$ cat config.mk
export PLATFORM = sky130hd
export DESIGN_NAME = tick_irq_timer
export DESIGN_NICKNAME = d
export VERILOG_FILES = /design/src/rtl/tmr_pkg.sv /design/src/rtl/tmr_regs.sv /design/src/rtl/tmr_core.sv /design/src/rtl/tmr_irq_map.sv /design/src/rtl/tick_irq_timer.sv
export SDC_FILE = /design/constraint.sdc
export NUM_CORES = 1
export LEC_CHECK = 0
export BUFFER_PORTS_ARGS = -buffer_cell sky130_fd_sc_hd__buf_2
export CAP_MARGIN = 40
export CORE_ASPECT_RATIO = 1.5
export CORE_MARGIN = 5
export CORE_UTILIZATION = 55
export DETAILED_ROUTE_END_ITERATION = 16
export GPL_ROUTABILITY_DRIVEN = 0
export PLACE_DENSITY = 0.8
export SLEW_MARGIN = 20
export SYNTH_ARGS = -nofsm -noshare
export SYNTH_HDL_FRONTEND = slang
export SYNTH_SLANG_ARGS = --single-unit
$ cat constraint.sdc
create_clock -name clk -period 2.51 [get_ports clk]
set_input_delay 0.251 -clock clk [delete_from_list [all_inputs] [get_ports clk]]
set_output_delay 0.251 -clock clk [all_outputs]
set_load 0.02 [all_outputs]
$ cat src/rtl/tmr_pkg.sv
package tmr_pkg;
    localparam int DATA_W  = 32;
    localparam int VEC_W   = 8;
    localparam int PRI_W   = 4;
    localparam int EN_BIT  = 26;
    localparam int PRI_LSB = 20;
    localparam int VEC_LSB = 12;

    localparam int OFS_CTL  = 'h00;
    localparam int OFS_IVAL = 'h10;
    localparam int OFS_CNT  = 'h14;
    localparam int OFS_BPER = 'h18;

    typedef enum logic [1:0] {
        ST_IDLE   = 2'd0,
        ST_COUNT  = 2'd1,
        ST_EXPIRE = 2'd2
    } tmr_state_t;
endpackage

$ cat src/rtl/tmr_regs.sv
module tmr_regs
    import tmr_pkg::*;
#(
    parameter int ADDR_W        = 8,
    parameter int CNT_W         = 32,
    parameter int BUS_PERIOD_NS = 20
) (
    input  logic              clk,
    input  logic              rst_n,
    input  logic              bus_sel,
    input  logic              bus_wr,
    input  logic [ADDR_W-1:0] bus_addr,
    input  logic [DATA_W-1:0] bus_wdata,
    output logic [DATA_W-1:0] bus_rdata,
    input  logic [CNT_W-1:0]  count_q,
    output logic              ctl_wr,
    output logic              ctl_wr_en,
    output logic [VEC_W-1:0]  ctl_vec_q,
    output logic [PRI_W-1:0]  ctl_pri_q,
    output logic [CNT_W-1:0]  interval_q
);
    logic ctl_en_q;
    logic ival_wr;
    logic rd;

    // Address decode: the full byte address is compared, so a misaligned
    // address matches no register.
    always_comb begin
        ctl_wr    = bus_sel && bus_wr && (bus_addr == ADDR_W'(OFS_CTL));
        ival_wr   = bus_sel && bus_wr && (bus_addr == ADDR_W'(OFS_IVAL));
        ctl_wr_en = bus_wdata[EN_BIT];
        rd        = bus_sel && !bus_wr;
    end

    always_ff @(posedge clk) begin
        if (!rst_n) begin
            ctl_en_q  <= 1'b0;
            ctl_pri_q <= '0;
            ctl_vec_q <= '0;
        end else if (ctl_wr) begin
            ctl_en_q  <= bus_wdata[EN_BIT];
            ctl_pri_q <= bus_wdata[PRI_LSB +: PRI_W];
            ctl_vec_q <= bus_wdata[VEC_LSB +: VEC_W];
        end
    end

    always_ff @(posedge clk) begin
        if (!rst_n) begin
            interval_q <= '0;
        end else if (ival_wr) begin
            interval_q <= CNT_W'(bus_wdata);
        end
    end

    // Read mux. Offsets not listed here return zero.
    always_comb begin
        bus_rdata = '0;
        if (rd) begin
            case (bus_addr)
                ADDR_W'(OFS_CTL): begin
                    bus_rdata[EN_BIT]               = ctl_en_q;
                    bus_rdata[PRI_LSB +: PRI_W]     = ctl_pri_q;
                    bus_rdata[VEC_LSB +: VEC_W]     = ctl_vec_q;
                end
                ADDR_W'(OFS_IVAL): bus_rdata = DATA_W'(interval_q);
                ADDR_W'(OFS_CNT):  bus_rdata = DATA_W'(count_q);
                ADDR_W'(OFS_BPER): bus_rdata = DATA_W'(BUS_PERIOD_NS);
                default:           bus_rdata = '0;
            endcase
        end
    end
endmodule

$ cat src/rtl/tmr_core.sv
module tmr_core
    import tmr_pkg::*;
#(
    parameter int CNT_W = 32
) (
    input  logic             clk,
    input  logic             rst_n,
    input  logic             ctl_wr,
    input  logic             ctl_wr_en,
    input  logic [CNT_W-1:0] interval_q,
    output logic [CNT_W-1:0] count_q,
    output logic             fire,
    output logic             running
);
    tmr_state_t       state_q, state_n;
    logic [CNT_W-1:0] cnt_n;
    logic [CNT_W-1:0] reload;

    // An interval of zero is run as an interval of one.
    always_comb reload = (interval_q == '0) ? CNT_W'(1) : interval_q;

    // Next-state and next-count logic. A control write takes priority over
    // an expiry that falls on the same edge.
    always_comb begin
        state_n = state_q;
        cnt_n   = count_q;
        if (ctl_wr) begin
            if (ctl_wr_en) begin
                state_n = ST_COUNT;
                cnt_n   = reload;
            end else begin
                state_n = ST_IDLE;
                cnt_n   = '0;
            end
        end else begin
            unique case (state_q)
                ST_IDLE: begin
                    state_n = ST_IDLE;
                    cnt_n   = '0;
                end
                ST_COUNT, ST_EXPIRE: begin
                    if (count_q <= CNT_W'(1)) begin
                        state_n = ST_EXPIRE;
                        cnt_n   = reload;
                    end else begin
                        state_n = ST_COUNT;
                        cnt_n   = count_q - CNT_W'(1);
                    end
                end
                default: begin
                    state_n = ST_IDLE;
                    cnt_n   = '0;
                end
            endcase
        end
    end

    // State register.
    always_ff @(posedge clk) begin
        if (!rst_n) state_q <= ST_IDLE;
        else        state_q <= state_n;
    end

    // Down-counter register.
    always_ff @(posedge clk) begin
        if (!rst_n) count_q <= '0;
        else        count_q <= cnt_n;
    end

    // Moore outputs.
    always_comb begin
        fire    = (state_q == ST_EXPIRE);
        running = (state_q != ST_IDLE);
    end
endmodule

$ cat src/rtl/tmr_irq_map.sv
module tmr_irq_map
    import tmr_pkg::*;
#(
    parameter int COMPAT_MAP = 0
) (
    input  logic             fire,
    input  logic [VEC_W-1:0] ctl_vec_q,
    input  logic [PRI_W-1:0] ctl_pri_q,
    output logic             irq_valid,
    output logic [VEC_W-1:0] irq_vector,
    output logic [PRI_W-1:0] irq_level
);
    logic [VEC_W-1:0] mapped;

    generate
        if (COMPAT_MAP != 0) begin : g_compat
            // Only the window 64..127 is reachable. The priority lands on
            // bits 5:2 of the vector.
            always_comb mapped = {2'b01, ctl_vec_q[VEC_W-3:0] | {ctl_pri_q, 2'b00}};
        end else begin : g_direct
            always_comb mapped = ctl_vec_q;
        end
    endgenerate

    always_comb begin
        irq_valid  = fire;
        irq_vector = fire ? mapped : '0;
        irq_level  = fire ? ctl_pri_q : '0;
    end
endmodule

$ cat src/rtl/tick_irq_timer.sv
module tick_irq_timer
    import tmr_pkg::*;
#(
    parameter int ADDR_W        = 8,
    parameter int CNT_W         = 32,
    parameter int BUS_PERIOD_NS = 20,
    parameter int COMPAT_MAP    = 0
) (
    input  logic              clk,
    input  logic              rst_n,
    input  logic              bus_sel,
    input  logic              bus_wr,
    input  logic [ADDR_W-1:0] bus_addr,
    input  logic [31:0]       bus_wdata,
    output logic [31:0]       bus_rdata,
    output logic              irq_valid,
    output logic [7:0]        irq_vector,
    output logic [3:0]        irq_level
);
    logic             ctl_wr;
    logic             ctl_wr_en;
    logic [VEC_W-1:0] ctl_vec_q;
    logic [PRI_W-1:0] ctl_pri_q;
    logic [CNT_W-1:0] interval_q;
    logic [CNT_W-1:0] count_q;
    logic             fire;
    logic             running;

    tmr_regs #(
        .ADDR_W       (ADDR_W),
        .CNT_W        (CNT_W),
        .BUS_PERIOD_NS(BUS_PERIOD_NS)
    ) u_regs (
        .clk       (clk),
        .rst_n     (rst_n),
        .bus_sel   (bus_sel),
        .bus_wr    (bus_wr),
        .bus_addr  (bus_addr),
        .bus_wdata (bus_wdata),
        .bus_rdata (bus_rdata),
        .count_q   (count_q),
        .ctl_wr    (ctl_wr),
        .ctl_wr_en (ctl_wr_en),
        .ctl_vec_q (ctl_vec_q),
        .ctl_pri_q (ctl_pri_q),
        .interval_q(interval_q)
    );

    tmr_core #(
        .CNT_W(CNT_W)
    ) u_core (
        .clk       (clk),
        .rst_n     (rst_n),
        .ctl_wr    (ctl_wr),
        .ctl_wr_en (ctl_wr_en),
        .interval_q(interval_q),
        .count_q   (count_q),
        .fire      (fire),
        .running   (running)
    );

    tmr_irq_map #(
        .COMPAT_MAP(COMPAT_MAP)
    ) u_map (
        .fire      (fire),
        .ctl_vec_q (ctl_vec_q),
        .ctl_pri_q (ctl_pri_q),
        .irq_valid (irq_valid),
        .irq_vector(irq_vector),
        .irq_level (irq_level)
    );
endmodule

# Word level (Yosys, flattened, before mapping)
# Cells that the tools add are included.
dict set report op_classes {
  n_addsub 1
  mul 0
  div_mod_pow 0
  magnitude_cmp 1
  eq_ne 5
  shifts 0
  n_mux 17
  bitwise_logic 0
  n_reduce_logical 8
}
# operator n
set op_table {}
lappend op_table {{two-way mux 32 bit} 6}
lappend op_table {{case mux 12 bit (3 select lines)} 2}
lappend op_table {{less-or-equal comparator 32 x 1 -> 1 bit, second input constant} 1}
lappend op_table {{logical NOT 32 bit} 1}
lappend op_table {{subtractor 32 x 1 -> 32 bit, second input constant} 1}
lappend op_table {{equality test 8 x 5 -> 1 bit, second input constant} 3}
lappend op_table {{case mux 5 bit (2 select lines)} 1}
lappend op_table {{logical NOT 8 bit} 1}
lappend op_table {{two-way mux 8 bit} 1}
lappend op_table {{two-way mux 2 bit} 3}
lappend op_table {{logical AND 1 bit} 4}
lappend op_table {{two-way mux 4 bit} 1}
lappend op_table {{case mux 2 bit (2 select lines)} 1}
lappend op_table {{case mux 1 bit (3 select lines)} 1}
lappend op_table {{equality test 2 x 1 -> 1 bit, second input constant} 1}
lappend op_table {{equality test 2 bit, second input constant} 1}
lappend op_table {{OR reduction 2 bit} 1}
lappend op_table {{logical NOT 1 bit} 1}
lappend op_table {{two-way mux 1 bit} 1}
dict set report totals {
  ff_bits 79
  latch_bits 0
  mem_bits_rw 0
  mem_bits_ro 0
  out_inout_bits 45
  wordCells 38
  n_memories 0
}

# Longest topological paths before layout
dict set report logic_depth {
  ltp_word 5
  depth_mapped 8
}

# By module
# A second synthesis with hierarchy kept.
dict set report unflattened {
  hier_cells 531
  hier_area_um2 4500.6
}
# module n_inst cells_each area_per_inst_um2 seq_area_each_um2
set by_module_without_submodules {}
lappend by_module_without_submodules {tmr_regs 1 322 2556.2 900.9}
lappend by_module_without_submodules {tmr_core 1 195 1840.5 680.7}
lappend by_module_without_submodules {tmr_irq_map 1 14 103.8 0.0}

# Least setup slack after synthesis
# Ideal clock, no wire load.
dict set report synth_timing {
  path_type {input -> output}
  from {in bus_addr[5]}
  to {out bus_rdata[23]}
  t_arrival_ps 2004
  required_time_ps 2259
  slack_ps 255
  cell_stages 6
  cell_sequence {or4b_1 > or2_2 > nor2b_1 > clkbuf_1 > a222oi_1 > nor2_1}
}
dict set report synth_via {
  elab_chain_cells 3
  word_cells_on_any_way 5
}
# item line
set synth_rtl {}
lappend synth_rtl {{from (decl)} tick_irq_timer.sv:13} ;# input logic [ADDR_W-1:0] bus_addr,
lappend synth_rtl {{equality test 8 x 5 -> 1 bit or logical NOT 8 bit (tied branches)} tmr_regs.sv:59} ;# case (bus_addr)
lappend synth_rtl {{case mux 12 bit (3 select lines) *} tmr_regs.sv:59}
lappend synth_rtl {{two-way mux 32 bit *} tmr_regs.sv:58} ;# if (rd) begin
lappend synth_rtl {{to (decl)} tick_irq_timer.sv:15} ;# output logic [31:0] bus_rdata,
# Every way passes the cells marked *; elsewhere a longest branch is shown, timed or not.

# Worst setup path in the final report
dict set report layout_timing {
  from {in bus_addr[5]}
  to {out bus_rdata[24]}
}
dict set report layout_via {
  elab_chain_cells 3
  word_cells_on_any_way 4
}
# item line
set layout_rtl {}
lappend layout_rtl {{equality test 8 x 5 -> 1 bit} tmr_regs.sv:59}
lappend layout_rtl {{case mux 2 bit (2 select lines) *} tmr_regs.sv:59}
lappend layout_rtl {{two-way mux 32 bit *} tmr_regs.sv:58}
# Marked as above.

==> metrics.txt <==
Crit. End Element=primary output; most common cell in the netlist=nand2_1; Post-CTS Repair Setup Buffers=0; Site Rows=38; CORE AREA=0.00727 mm2; Antenna Diode Count=0; post-synthesis sequential area ratio=38.1%; Post-DP HPWL=8850 um; Worst Reg-to-Reg Cells=6; final core utilization=68.6%; first-pass GRT wire length=20000 um; Comb power frac=3.4%; Final Cycle Share=94.2%; DP Area=0.00475 mm2; antenna-violating nets left=0; Setup Viol. Count Final=0; Net Switching=0.000528 W; worst reg2reg path endpoint=u_core.count_q[10]$_SDFF_PN0_; Area contributors post-synth=dfxtp_1 (38%), nand2_1 (9.4%), a21boi_0 (7.1%), a22o_1 (5.5%), nor2_1 (4.5%); HP Class=in2reg; routed vias=4199; Slew Limit Fails=0; total track usage=27.1%; fmax=423 MHz; layout cells sized above 1=23.6%; die width=80.9 um; RR Startpoint=u_core.count_q[19]$_SDFF_PN0_; Ys Warns=0; largest net degree at the start of global routing=48; initial antenna violation count=0; most used cell along the critical path=buf_2; crit path kind=in2out; Clk pin slew, worst setup/hold paths=0.08 ns; Design Area, Final=0.00499 mm2; Worst R2R Setup Slack=0.19 ns; largest area contributor in the netlist=dfxtp_1; MaxCap Viol Count=0; I/O Pins=89; RSZ-0062 raised after global routing=false; final WL=12000 um; CTS buffer count=9; drt via density=6.02; Syn Inst Count=503; final std cells w/o fill=698; die footprint=0.00941 mm2; Layout Nets=640; top cell type's share of synthesized area=38.1%; Tot Pwr=0.00247 W; Pint=0.00194 W; status=finished, final reports clean; Synth cell types=45; Placed Cells=682; Initial Utilization=57.0%; clock latency on the worst-skew pair=0.36 ns; Net Sw Frac=21.4%; Final Skew=0.00994 ns; port buffer count=88; Async SR Flop Fraction=0%; data arrival time of the critical path=2.11 ns; gr ovfl total=0; Clk pwr share=45.8%; P per Cell Area=494 mW/mm2; post-cts resize count=0; Max VDD drop=0.349 mV; clock root cell=clkbuf_8; crit path time final=2.37 ns; # DRC=0; kind of start point of the critical path=primary input; hold_sp=bus_wdata[20]; htree depth=3; worst slew pin tran=0.547 ns; Setup TNS=0 ns; synthesized area=0.00415 mm2; Synth Area per Inst=8.24 um2; vias in the first global route=4244; routed length per placed instance=17.2 um; Hold Path Depth=3; CTS Sinks=79; Worst Hold Path EP=u_regs.interval_q[20]$_SDFFE_PN0P_; CP max FO=17; EDFF count, synth=0; top post-synthesis cells by count=nand2_1 (104), dfxtp_1 (79), nor2_1 (50), a21boi_0 (39), a22o_1 (26); chip height=116 um; Cell Chain, Critical Path=buf_2, or4b_1, or2_2, nor2b_2, buf_4, a22oi_1, nor2_1, buf_2; Slew HR=63.2%; Hold Fails Final Rpt=0; crit-path max cell delay=0.59 ns; area delta synth->final=20.3%; leakage=2.09 nW; CP Data Required Time=2.26 ns; Primary FF master, synth=dfxtp_1; CTS tree=yes; Seq pwr share=50.8%; Slowest-stage cell, CP=or4b_1; CTS hold repair buffers=0; post-synth net total=550; #FFs+latches synth=79; router iterations before antenna repair=7; DR iter-0 viols=417; clock tree buffer depth=2
==> logic make-up after synthesis <==
family          synth area share, %
flops                          38.1
simple gates                   27.2
xor+xnor                       5.49
compound gates                 23.6
fa+ha+maj                     0.905
buf+inv                        4.38
mux                           0.241
==> cell usage in the layout (no fill, tap or decap), types with 6 or more instances in the layout <==
cell      netlist  layout
a21boi_0       39      39
nor2_1         50      50
nand2_1       104     104
a22o_1         26      26
buf_4           0      22
nor4_1         20      20
a222oi_1       13      13
or3_1           6       6
a22oi_1        17      17
buf_2           4      88
xnor2_1        10      10
xor2_1         16      16
and2_1         13      13
a21boi_1        6       6
nor3_1         10       9
clkbuf_8        0      12
or4_1           7       7
dfxtp_1        79      79
==> state kept, by name (all words and copies together), names as in the netlist <==
register and flops:
u_regs.ctl_pri_q 4, u_regs.ctl_vec_q 8, u_regs.ctl_en_q 1, u_core.count_q 32, u_core.state_q 2, u_regs.interval_q 32
==> final cells by class <==
| cell class | instances | area, um2 |
|---|---|---|
| multi-input cells | 387 | 2400 |
| clock buffers | 12 | 165 |
| well taps | 100 | 125 |
| flip-flops and latches | 79 | 1580 |
| fillers | 628 | 2280 |
| repair buffers | 111 | 626 |
| clock inverters | 4 | 76.3 |
| inverters | 5 | 18.8 |
==> power groups by stage <==
| stage | clock (W) | combinational, W | sequential [W] |
|---|---|---|---|
| 6_report | 0.00113 | 0.0000833 | 0.00125 |
| 5_1_grt | 0.00119 | 0.0000898 | 0.00125 |
| 4_1_cts | 0.00113 | 0.0000821 | 0.00125 |
| 3_5_place_dp | 0 | 0.0000818 | 0.00128 |
| 3_3_place_gp | 0 | 0.0000799 | 0.00128 |
| 2_1_floorplan | 0 | 0.0000316 | 0.00128 |
==> metal layers <==
layer  GRT usage (%)  routed length (um)  vias to the layer above  part of all wire (%)
met1            32.5                4660                     1980                    39
met2            46.8                6020                      188                    50
met4            13.1                 425                        0                   3.5
met3            4.24                 905                       34                   7.5
li1                -                   -                     1997                     -
met5               0                   0                        -                     0
==> metrics by stage <==
stage / setup WS (ns) / hold slack [ns]
3_3_place_gp: 0.244 / 0.453
4_1_cts: 0.172 / 0.114
5_1_grt: 0.0535 / 0.133
3_5_place_dp: 0.173 / 0.473
6_report: 0.145 / 0.126
2_1_floorplan: 0.255 / 0.382
==> how the worst max path moves through the flow <==
stage / start / end / slack [ns] / cells past startpoint
after detailed placement: bus_addr[5] / bus_rdata[24] / 0.17 / 8
after global routing: bus_addr[5] / bus_rdata[28] / 0.05 / 8
after CTS: bus_addr[5] / bus_rdata[24] / 0.17 / 8
after global placement: bus_addr[5] / bus_rdata[14] / 0.24 / 8
after floorplan: bus_addr[5] / bus_rdata[23] / 0.25 / 6
final: bus_addr[5] / bus_rdata[24] / 0.14 / 8
==> critical path: cells and delay by family <==
family                 cells  cell delay, ns
AOI/OAI and AO/OA          1            0.11
buffers and inverters      3            0.53
and+or+nand+nor            4            1.21
Note: power is estimated with default switching activity, not from simulation.
